`src/rtl/txf_pkg.sv`:
```
package txf_pkg;
  typedef enum logic {
    LINE_DS3 = 1'b0,
    LINE_E3  = 1'b1
  } line_fmt_e;

  function automatic int unsigned idx_width(input int unsigned len_a, input int unsigned len_b);
    int unsigned m;
    m = (len_a > len_b) ? len_a : len_b;
    return (m < 2) ? 1 : $clog2(m);
  endfunction
endpackage

```
`src/rtl/txf_edge_det.sv`:
```
module txf_edge_det (
  input  logic clk,
  input  logic rst,
  input  logic enable,
  input  logic sig_in,
  output logic rise
);
  logic sig_q;

  always_ff @(posedge clk) begin
    if (rst) sig_q <= 1'b0;
    else     sig_q <= sig_in;
  end

  assign rise = enable & sig_in & ~sig_q;
endmodule

```
`src/rtl/txf_fmt_watch.sv`:
```
module txf_fmt_watch
  import txf_pkg::*;
(
  input  logic      clk,
  input  logic      rst,
  input  line_fmt_e fmt_in,
  output logic      changed
);
  line_fmt_e fmt_q;

  always_ff @(posedge clk) begin
    fmt_q <= fmt_in;
  end

  assign changed = ~rst & (fmt_in != fmt_q);
endmodule

```
`src/rtl/txf_frame_ctr.sv`:
```
module txf_frame_ctr
  import txf_pkg::*;
#(
  parameter int unsigned DS3_BITS = 4760,
  parameter int unsigned E3_BITS  = 1536,
  parameter int unsigned IDX_W    = 13
) (
  input  logic             clk,
  input  logic             rst,
  input  line_fmt_e        fmt,
  input  logic             restart,
  output logic [IDX_W-1:0] idx,
  output logic             eof
);
  localparam logic [IDX_W-1:0] LAST_DS3 = IDX_W'(DS3_BITS - 1);
  localparam logic [IDX_W-1:0] LAST_E3  = IDX_W'(E3_BITS - 1);

  logic [IDX_W-1:0] last_idx;
  logic [IDX_W-1:0] idx_nxt;

  always_comb begin
    last_idx = (fmt == LINE_E3) ? LAST_E3 : LAST_DS3;
    if (restart || idx == last_idx) idx_nxt = '0;
    else                            idx_nxt = idx + 1'b1;
  end

  always_ff @(posedge clk) begin
    if (rst) begin
      idx <= '0;
      eof <= 1'b0;
    end else begin
      idx <= idx_nxt;
      eof <= (idx_nxt == last_idx);
    end
  end
endmodule

```
`src/rtl/txf_data_pipe.sv`:
```
module txf_data_pipe #(
  parameter int unsigned WIDTH  = 1,
  parameter int unsigned STAGES = 1
) (
  input  logic             clk,
  input  logic             rst,
  input  logic [WIDTH-1:0] din,
  output logic [WIDTH-1:0] dout
);
  logic [WIDTH-1:0] stage [STAGES+1];

  assign stage[0] = din;

  for (genvar s = 0; s < STAGES; s++) begin : g_stage
    always_ff @(posedge clk) begin
      if (rst) stage[s+1] <= '0;
      else     stage[s+1] <= stage[s];
    end
  end

  assign dout = stage[STAGES];
endmodule

```
`src/rtl/txf_timing_gen.sv`:
```
module txf_timing_gen
  import txf_pkg::*;
#(
  parameter int unsigned DS3_BITS = 4760,
  parameter int unsigned E3_BITS  = 1536,
  parameter int unsigned DATA_LAT = 1,
  localparam int unsigned IDX_W   = idx_width(DS3_BITS, E3_BITS)
) (
  input  logic             clk,
  input  logic             rst,
  input  logic             mode_e3,
  input  logic             slave_en,
  input  logic             frame_ref,
  input  logic             ser_in,
  output logic             eof,
  output logic [IDX_W-1:0] bit_idx,
  output logic             ser_out
);
  line_fmt_e fmt;
  logic      ref_rise;
  logic      fmt_changed;
  logic      restart;

  assign fmt     = line_fmt_e'(mode_e3);
  assign restart = ref_rise | fmt_changed;

  txf_edge_det u_ref_edge (
    .clk    (clk),
    .rst    (rst),
    .enable (slave_en),
    .sig_in (frame_ref),
    .rise   (ref_rise)
  );

  txf_fmt_watch u_fmt_watch (
    .clk     (clk),
    .rst     (rst),
    .fmt_in  (fmt),
    .changed (fmt_changed)
  );

  txf_frame_ctr #(
    .DS3_BITS (DS3_BITS),
    .E3_BITS  (E3_BITS),
    .IDX_W    (IDX_W)
  ) u_ctr (
    .clk     (clk),
    .rst     (rst),
    .fmt     (fmt),
    .restart (restart),
    .idx     (bit_idx),
    .eof     (eof)
  );

  txf_data_pipe #(
    .WIDTH  (1),
    .STAGES (DATA_LAT)
  ) u_data (
    .clk  (clk),
    .rst  (rst),
    .din  (ser_in),
    .dout (ser_out)
  );
endmodule

```
`config.mk`:
```
export PLATFORM = sky130hd
export DESIGN_NAME = txf_timing_gen
export DESIGN_NICKNAME = d
export VERILOG_FILES = /design/src/rtl/txf_pkg.sv /design/src/rtl/txf_edge_det.sv /design/src/rtl/txf_fmt_watch.sv /design/src/rtl/txf_frame_ctr.sv /design/src/rtl/txf_data_pipe.sv /design/src/rtl/txf_timing_gen.sv
export SDC_FILE = /design/constraint.sdc
export NUM_CORES = 1
export LEC_CHECK = 0
export ABC_AREA = 1
export CORE_ASPECT_RATIO = 0.8
export CORE_MARGIN = 5
export CORE_UTILIZATION = 44
export CTS_CLUSTER_DIAMETER = 50
export CTS_CLUSTER_SIZE = 28
export DETAILED_ROUTE_END_ITERATION = 8
export HOLD_SLACK_MARGIN = 0.05
export PLACE_DENSITY = 0.74
export SLEW_MARGIN = 10
export SYNTH_ARGS = -nofsm -noshare
export SYNTH_HDL_FRONTEND = slang
export SYNTH_SLANG_ARGS = --single-unit
```
`constraint.sdc`:
```
create_clock -name clk -period 1.35 [get_ports clk]
set_input_delay 0.135 -clock clk [delete_from_list [all_inputs] [get_ports clk]]
set_output_delay 0.135 -clock clk [all_outputs]
set_load 0.005 [all_outputs]
```
# Yosys cells after proc, flatten, opt, wreduce, memory -nomap -nowiden
# Cells that the tools add are included.
dict set report op_classes {
  eq_ne 3
  bitwise_logic 6
  n_mux 2
  n_reduce_logical 1
  n_addsub 1
}
# operator count
set op_table {}
lappend op_table {{13-bit equality test} 2}
lappend op_table {{13-bit two-way mux} 2}
lappend op_table {{13-bit by 1-bit adder with 13-bit output, second input constant} 1}
lappend op_table {{1-bit AND} 3}
lappend op_table {{1-bit inverter} 2}
lappend op_table {{1-bit logical OR} 1}
lappend op_table {{1-bit != test} 1}
lappend op_table {{1-bit OR} 1}
dict set report word_totals {
  output_inout_bits 15
  wordCells 18
  in_bits 6
  ff_bits 17
}

# Longest topological paths before layout
# Gate-level depths: netlist (run 1).
dict set report logic_depth {
  ltp_word 6
  depth_mapped 12
}

# Cells and area by module
# From an unflattened synthesis (run 1), not the netlist that was laid out.
dict set report hier_totals {
  hier_cells 185
  hier_area_um2 1157.4
}
# mod cells_each area_each_um2 n_inst
set by_module_without_submodules {}
lappend by_module_without_submodules {txf_frame_ctr 168 1039.7 1}
lappend by_module_without_submodules {txf_fmt_watch 6 38.8 1}
lappend by_module_without_submodules {txf_edge_det 5 37.5 1}
lappend by_module_without_submodules {txf_data_pipe 3 30.0 1}
lappend by_module_without_submodules {txf_timing_gen 3 11.3 1}

# Worst setup path before layout (run 1)
# Ideal clock, no wire load.
dict set report synth_timing {
  kind {reg2reg}
  from {register u_ctr.idx[0]}
  to {register u_ctr.eof}
  t_required_ps 1288
  slack_ps -196
  path_stages_with_launch 12
  arrival_time_ps 1485
  setup_time_ps 62
  cell_sequence {dfxtp_1 ha_1 nand3_2 nor2_4 nand2_1 nand2_1 nand3_1 nor2_1 nand3_1 nand2_1 nand2_1 nor2_2}
}
dict set report synth_via {
  elab_chain_cells 4
  word_cells_on_any_way 5
}
# element line
set synth_lines {}
lappend synth_lines {{from (decl)} txf_frame_ctr.sv:12} ;# output logic [IDX_W-1:0] idx,
lappend synth_lines {{from (signal assigned)} txf_frame_ctr.sv:32} ;# idx <= idx_nxt;
lappend synth_lines {{branches (longest 2 deep; another with 13-bit by 1-bit adder with 13-bit output)} n/a}
lappend synth_lines {{13-bit two-way mux (*)} txf_frame_ctr.sv:23} ;# if (restart || idx == last_idx) idx_nxt = '0;
lappend synth_lines {{13-bit equality test (*)} txf_frame_ctr.sv:33} ;# eof <= (idx_nxt == last_idx);
lappend synth_lines {{to (signal assigned)} txf_frame_ctr.sv:33}
lappend synth_lines {{to (decl)} txf_frame_ctr.sv:13} ;# output logic eof
# Mark *: on every way between the ends.
# A chain may end at the register's enable or synchronous reset.

# Final worst setup path (run 1)
dict set report layout_timing {
  from {register u_ctr.idx[1]}
  to {register u_ctr.eof}
}
# The elaborated chain is that of the path after synthesis.

==> reports/qor_table.md, run 1 <==
| Quantity | Reported | Unit |
|:---|:---|:---|
| Number of top-level pins | 21 | - |
| CP Launch Type | flip-flop | - |
| Crit path arrival time | 1.83 | ns |
| Global Route Usage Sum | 0.1924 | - |
| Worst path slowest cell | dfxtp_4 | - |
| Initial cell density of the core | 0.4788 | - |
| Area Growth Syn to Fin | 75.13 | % |
| Ys Warns | 0 | - |
| Maximum ir drop on the vdd rail | 0.4547 | mV |
| Fraction of the cycle the final worst path needs | 1.172 | - |
| Net switching power figure | 0.0002418 | W |
| Final Worst Setup Slack | -0.2319 | ns |
| Clock input transition at the sequential cells of the worst setup and hold paths | 0.10 | ns |
| Vias after detailed routing | 1,172 | - |
| Horizontal die dimension | 61.43 | um |
| Worst Reg2Reg Path Length in Cells | 11 | - |
| TNS Setup | -0.7729 | ns |
| R2r startpoint | u_ctr.idx[1]$_SDFF_PP0_ | - |
| Share of power burned in the clock network | 0.302 | - |
| Largest driver fanout on the critical path | 5 | - |
| Clock root buffer | clkbuf_4 | - |
| Final Net Count | 207 | - |
| Hold path depth | 3 | - |
| Longest Clk Path Bufs | 2 | - |
| Core Footprint | 0.001944 | mm2 |
| Number of detailed-routing iterations run before antenna repair | 4 | - |
| Worst-margin pin slew | 0.2912 | ns |
| Fmax | 0.6322 | GHz |
| Layer with the highest usage | met2 | - |
| Maximum number of pins on one net before global-route repair | 10 | - |
| Clk Latency, worst-skew pair | 0.30 | ns |
| Ratio of total power to cell area | 568.4 | mW/mm2 |
| Gate count after technology mapping | 144 | - |
| Number of nets with antenna violations after routing | 0 | - |
| Number of global-route vias before repair | 977 | - |
| First-pass GRT wire length | 4519 | um |
| Worst Hold Class | in2reg | - |
| Violated checks | setup timing | - |
| Mapped Area | 930.9 | um2 |
| Number of antenna violations at the first check in global routing | 0 | - |
| Number of failing setup endpoints in the final timing report | 14 | - |
| Required @ worst endpoint | 1.59 | ns |
| Antenna fix cells | 0 | - |
| Routability Congestion | 0.9038 | - |
| Reported leakage power | 0.7426 | nW |
| Synthesized flop and latch total | 17 | - |
| Relative slew slack | 0.8045 | - |
| Post-DR wirelength/cell | 14.87 | um |
| Design internal power | 0.0006849 | W |
| Worst hold endpoint | u_data.dout$_SDFF_PP0_ | - |
| Design Power | 0.0009267 | W |
| Total half-perimeter wirelength after legalization and detailed placement | 2116 | um |
| Fraction of layout instances using a drive strength above 1 | 0.4623 | - |
| Routing usage on met3 | 0.05793 | - |
| Switching part of the total | 0.2610 | - |
| Global Route met1 Usage | 0.2678 | - |
| Rows | 14 | - |
| Worst hold slack | 0.3760 | ns |
| Unrepaired setup endpoints after global routing | true | - |
| Worst-case clock skew | 0.001532 | ns |
| Residual overflow from global routing | 0 | - |
| Chip height | 51.14 | um |
| Result of the run | complete, but fails checks | - |
| Cell type with the highest occurrence count on the critical path | nand2_1 | - |
| DRC violations left | 0 | - |
| Final Hold Viols | 0 | - |
| Reg2Reg Capture Point | u_ctr.eof$_SDFF_PP0_ | - |
| Portion of total power attributed to combinational logic | 0.153 | - |
| Classification of the worst setup path | reg2reg | - |
| Met2 track demand over resource in global routing | 0.2975 | - |
| Number of distinct library cells after synthesis | 19 | - |
| Largest stage delay on the critical path | 0.37 | ns |
| Via count normalized by instance count | 5.256 | - |
| Net count of the mapped netlist | 151 | - |
| Hold wc startpoint | ser_in | - |
| 1st-iter DRT viols | 50 | - |
| Clock sinks | 17 | - |
| Portion of total power attributed to sequential cells | 0.544 | - |
| Avg Synthesized Cell Area | 6.465 | um2 |
| Setup crit end kind | flip-flop | - |
| Proportion of synthesized chip area in sequential cells | 0.3656 | - |
| Die ar. | 0.003141 | mm2 |
| CTS buffer count | 3 | - |
| Max Slew Vio Count | 0 | - |
| Most common cell after layout, fill and taps aside | nand2_1 | - |
| Port Buf Inserts | 20 | - |
| Final critical-path required period | 1.582 | ns |
| R2R Setup Slk | -0.23 | ns |
| DRT Wirelength | 3315 | um |
| Number of levels in the clock H-tree | 1 | - |
| Sequence of cells on the critical path | ha_4 -> nand3_4 -> nor2_4 -> nand3_1 -> nand2_1 -> o21ai_2 -> nor2_1 -> nand3_1 -> nand2_1 -> nand2_1 -> nor2_2 | - |
| Max cap viols | 0 | - |
| Highest-count cells in the layout ignoring fill and taps | nand2_1, buf_4, nor2_1 | - |
| CTS tree | yes | - |
| Setup slack after placement | -0.2397 | ns |
==> cells in the mapped netlist (all sizes together) <==
cell	number	area, um2
nand4	2	12.51
xor2	3	26.28
nand2	40	157.7
a21oi	2	10.01
inv	18	67.56
nand3	14	80.08
dfxtp	17	340.3
nand3b	1	7.510
nor3	3	20.02
o21ai	1	5.000
nor2	39	168.9
buf	1	5.000
xnor2	2	17.52
ha	1	12.51
==> state kept, by name, indices dropped and copies added (netlist names) <==
name and cells:
u_ctr.eof 1, u_ctr.idx 13, u_fmt_watch.fmt_q 1, u_data.dout 1
u_ref_edge.sig_q 1
==> power by group through the flow <==
| stage | combinational (W) | clock, W | sequential (W) |
|---|---|---|---|
| after global placement | 0.000115 | 0 | 0.000531 |
| after floorplan | 0.0000383 | 0 | 0.000536 |
| after detailed placement | 0.000118 | 0 | 0.000532 |
| after global routing | 0.000154 | 0.000309 | 0.000506 |
| final | 0.000142 | 0.000280 | 0.000504 |
| after CTS | 0.000122 | 0.000285 | 0.000518 |
==> cells by family (layout without fill, tap and decap cells) <==
kind of cell | count (synthesis) | count (layout) | share of synthesized area
compound gates | 3 | 3 | 0.01612
fa+ha+maj | 1 | 1 | 0.01344
simple gates | 99 | 99 | 0.4798
flops | 17 | 17 | 0.3656
buf+inv | 19 | 74 | 0.07795
xor+xnor | 5 | 5 | 0.04705
==> per-layer routing <==
layer | vias up | wire length, um
li1 | 557 | -
met1 | 555 | 1335
met2 | 50 | 1636
met3 | 10 | 265
met4 | 0 | 77
met5 | - | 0
==> worst max-delay path by stage <==
stage,from,to,slack (ns)
after floorplan,u_ctr.idx[0]$_SDFF_PP0_,u_ctr.eof$_SDFF_PP0_,-0.02
after global placement,mode_e3,u_ctr.eof$_SDFF_PP0_,-0.17
after detailed placement,mode_e3,u_ctr.eof$_SDFF_PP0_,-0.24
after CTS,u_ctr.idx[0]$_SDFF_PP0_,u_ctr.eof$_SDFF_PP0_,-0.16
after global routing,u_ctr.idx[1]$_SDFF_PP0_,u_ctr.eof$_SDFF_PP0_,-0.30
final,u_ctr.idx[1]$_SDFF_PP0_,u_ctr.eof$_SDFF_PP0_,-0.23
==> layout make-up <==
type                    instances  area, um2
multi-input cells             108      659.4
repair buffers                 52      465.4
flip-flops and latches         17      379.1
fillers                       120      314.1
inverters                      18      70.07
well taps                      24      30.03
clock buffers                   4      26.28
==> worst max-delay path, delay by kind of cell (launching register included) <==
kind            cells  cell delay (ns)
compound gates      1             0.07
fa+ha+maj           1             0.16
simple gates        9             0.94
flops               1             0.37
==> through the flow <==
step / cell area [um2] / cells / util
6_report: 1630 / 223 / 0.8385
5_1_grt: 1630 / 223 / 0.8385
4_1_cts: 1455 / 220 / 0.7484
3_5_place_dp: 1384 / 215 / 0.7117
3_3_place_gp: 1384 / 215 / 0.7117
2_1_floorplan: 948.4 / 144 / -
==> repair_timing <==
item,in CTS,in global routing
gates resized for setup,22,50
setup endpoints to repair,14,22
pin swaps,4,18
setup buffers,1,3
hold buffers,0,0
(Power assumes the default switching activity.)
==> inputs of run 2 (changes only) <==
ABC_CLOCK_PERIOD_IN_PS = 1400   (was unset)
CAP_MARGIN = 30   (was unset)
clock period = 1.4 ns   (was 1.35 ns; I/O delays follow)
==> run 2 against run 1 <==
  * First-iteration DRC count decreased by 4.0%
  * The run still ends with setup timing left
  * Combinational power increased by 7%
  * Critical path type unchanged
  * Largest cell class unchanged
  * Highest routed layer unchanged
  * Largest power group unchanged
  * Register-to-register slack about the same
==> reports/qor_table.md, run 2 (synthesis gave the netlist of run 1 again) <==
| Quantity | Reported | Unit | Change |
|:---|:---|:---|:---|
| Result of the run | complete, but fails checks | - |  |
| Violated checks | setup timing | - |  |
| Hold wc startpoint | ser_in | - |  |
| Critical Path Stages | 9 | - | -2 |
| Clock root buffer | clkbuf_4 | - |  |
| Die ar. | 0.003141 | mm2 | unchanged |
| Largest driver fanout on the critical path | 5 | - | unchanged |
| Largest delay share family, worst path | simple AND/OR/NAND/NOR gates | - |  |
| Number of antenna violations at the first check in global routing | 0 | - | unchanged |
| Worst Hold Class | in2reg | - |  |
| Reported leakage power | 0.6994 | nW | -5.8% |
| Worst-case clock skew | 0.02154 | ns | +0.02001 ns |
| Worst-margin pin slew | 0.4166 | ns | +0.1255 ns |
| Maximum number of pins on one net before global-route repair | 11 | - | +1 |
| Register with the highest flop count | u_ctr.idx | - |  |
| Fmax | 0.6134 | GHz | -3.0% |
| R2R Setup Slk | -0.23 | ns | about the same |
| Total area of sequential cells | 377.9 | um2 | -0.33% |
| Routability Congestion | 0.8997 | - | -0.45% |
| Final cell count without fillers | 225 | - | +0.90% |
| Initial cell density of the core | 0.4788 | - | unchanged |
| Number of top-level pins | 21 | - | unchanged |
| Horizontal die dimension | 61.43 | um | unchanged |
| Number of detailed-routing iterations run before antenna repair | 4 | - | unchanged |
| Worst hold slack | 0.3268 | ns | -0.04921 ns |
| Total of fill cells in the finished design | 121 | - | +0.83% |
| Ratio of total power to cell area | 560.0 | mW/mm2 | -1.5% |
| Fraction of layout instances using a drive strength above 1 | 0.4478 | - | -0.01455 |
| Post-DR wirelength/cell | 15.65 | um | +5.3% |
| Number of nets with antenna violations after routing | 0 | - | unchanged |
| 1st-iter DRT viols | 48 | - | -4.0% |
| Number of global-route vias before repair | 1,124 | - | +15% |
| Final Worst Setup Slack | -0.2303 | ns | +0.001590 ns |
| Chip height | 51.14 | um | unchanged |
| Worst path slowest cell | dfxtp_4 | - |  |
| Hold buffer count at cts | 0 | - | unchanged |
| DRC violations left | 0 | - | unchanged |
| Clk Latency, worst-skew pair | 0.32 | ns | +0.02 ns |
| Number of flip-flops under the largest register name | 13 | - | unchanged |
| Required @ worst endpoint | 1.62 | ns | +0.03 ns |
| Total area of multi-input combinational cells | 660.6 | um2 | +0.19% |
| Relative slew slack | 0.7212 | - | -0.08327 |
| Worst Reg2Reg Path Length in Cells | 9 | - | -2 |
| Most common cell after layout, fill and taps aside | nand2_1 | - |  |
| Final critical-path required period | 1.630 | ns | +0.04841 ns |
| Clock input transition at the sequential cells of the worst setup and hold paths | 0.12 | ns | +0.02 ns |
| Via count normalized by instance count | 5.209 | - | -0.89% |
| Port Buf Inserts | 20 | - | unchanged |
| Largest stage delay on the critical path | 0.41 | ns | +0.04 ns |
| Unrepaired setup endpoints after global routing | true | - |  |
| Rows | 14 | - | unchanged |
| Area Growth Syn to Fin | 76.48 | % |  |
| CTS tree | yes | - |  |
| Clock sinks | 17 | - | unchanged |
| Sequence of cells on the critical path | nand2_1 -> nor2_1 -> nand3_1 -> nand2_1 -> nand2_1 -> nand3_1 -> nor2_1 -> a21oi_1 -> nor2_2 | - |  |
| Core Footprint | 0.001944 | mm2 | unchanged |
| Hold path depth | 3 | - | unchanged |
| Setup crit end kind | flip-flop | - |  |
| Design Power | 0.0009200 | W | -0.72% |
| Reg2Reg Capture Point | u_ctr.eof$_SDFF_PP0_ | - |  |
| Max cap viols | 0 | - | unchanged |
| Max Slew Vio Count | 0 | - | unchanged |
| Highest-count cells in the layout ignoring fill and taps | nand2_1, buf_4, nor2_1 | - |  |
| DRT Wirelength | 3521 | um | +6.2% |
| CP bufs+invs | 0 | - | unchanged |
| Longest Clk Path Bufs | 2 | - | unchanged |
| Final Hold Viols | 0 | - | unchanged |
| Crit path arrival time | 1.86 | ns | +0.03 ns |
| Antenna fix cells | 0 | - | unchanged |
| CP Launch Type | flip-flop | - |  |
| Number of levels in the clock H-tree | 1 | - | unchanged |
| Final Net Count | 209 | - | +0.97% |
| Cell type with the highest occurrence count on the critical path | nand2_1 | - |  |
| First-pass GRT wire length | 4968 | um | +9.9% |
| CTS buffer count | 3 | - | unchanged |
| Maximum ir drop on the vdd rail | 0.6893 | mV | +52% |
| R2r startpoint | u_ctr.idx[4]$_SDFF_PP0_ | - |  |
| Classification of the worst setup path | reg2reg | - |  |
| Number of failing setup endpoints in the final timing report | 10 | - | -4 |
| Vias after detailed routing | 1,172 | - | unchanged |
| Number of placed instances with taps included | 216 | - | +0.47% |
| Residual overflow from global routing | 0 | - | unchanged |
| Worst hold endpoint | u_data.dout$_SDFF_PP0_ | - |  |
| Fraction of the cycle the final worst path needs | 1.164 | - | -0.007270 |
| Global Route Usage Sum | 0.2141 | - | +0.02177 |
| Total half-perimeter wirelength after legalization and detailed placement | 2134 | um | +0.83% |
## run 2: changes by cell type in the layout (fill, tap and decap cells not counted), sizes merged
cell | previous run | this run
clkbuf | 4 | 3
clkinv | 0 | 1
dlygate4sd2 | 5 | 8
clkdlybuf4s50 | 10 | 11
buf | 32 | 34
dlymetal6s2s | 5 | 1
## run 2: cell type report
cell class / instances / area share
clock buffer: 3 / 0.01371
clock inverter: 1 / 0.003046
inverter: 18 / 0.04417
multi-input combinational: 108 / 0.4021
sequential: 17 / 0.2300
tap: 24 / 0.01828
timing repair buffer: 54 / 0.2887
## run 2: stage by stage
step                  util  setup TNS, ns  setup WS, ns  cell area, um2
global route        0.8449         -1.600       -0.3007            1643
detailed placement  0.7156        -0.9503       -0.1479            1391
global placement    0.7156        -0.5734      -0.09702            1391
finish              0.8449        -0.6473       -0.2303            1643
floorplan                -              0       0.03204           948.4
CTS                 0.7709        -0.1278       -0.1278            1499
## run 2: power by group
| part | internal (W) | switching, W | total [W] | leakage, nW |
|---|---|---|---|---|
| sequential | 0.000480 | 0.00000671 | 0.000486 | 0.147 |
| clock | 0.000107 | 0.000175 | 0.000281 | 0.0177 |
| combinational | 0.0000765 | 0.0000758 | 0.000152 | 0.535 |
| total | 0.000663 | 0.000257 | 0.000920 | 0.699 |
## run 2: worst max path at each step
stage | startpoint | to | slack (ns)
final | u_ctr.idx[4]$_SDFF_PP0_ | u_ctr.eof$_SDFF_PP0_ | -0.23
after CTS | u_ctr.idx[0]$_SDFF_PP0_ | u_ctr.eof$_SDFF_PP0_ | -0.13
after floorplan | u_ctr.idx[0]$_SDFF_PP0_ | u_ctr.eof$_SDFF_PP0_ | 0.03
after global routing | u_ctr.idx[1]$_SDFF_PP0_ | u_ctr.eof$_SDFF_PP0_ | -0.30
after global placement | u_ctr.idx[1]$_SDFF_PP0_ | u_ctr.eof$_SDFF_PP0_ | -0.1
after detailed placement | u_ctr.idx[1]$_SDFF_PP0_ | u_ctr.eof$_SDFF_PP0_ | -0.15
## run 2: worst reg2reg max path: stages (launching register included)
cell and delay (ns):
dfxtp_4 0.41, nand2_1 0.07, nor2_1 0.35, nand3_1 0.18, nand2_1 0.09, nand2_1 0.09
nand3_1 0.09, nor2_1 0.05, a21oi_1 0.16, nor2_2 0.06
## run 2: routing by layer
layer / vias up / wire length [um] / GRT usage
met5: - / 0 / 0
met4: 0 / 108 / 0.1095
met3: 12 / 313 / 0.06297
met2: 66 / 1714 / 0.3415
met1: 541 / 1385 / 0.2583
li1: 553 / - / -
## run 2: timing repair
action                     CTS  global route
pin swaps                   11            19
gates resized for setup     31            40
setup buffers                2             3
setup endpoints to repair   13            16
gates cloned                 0             0
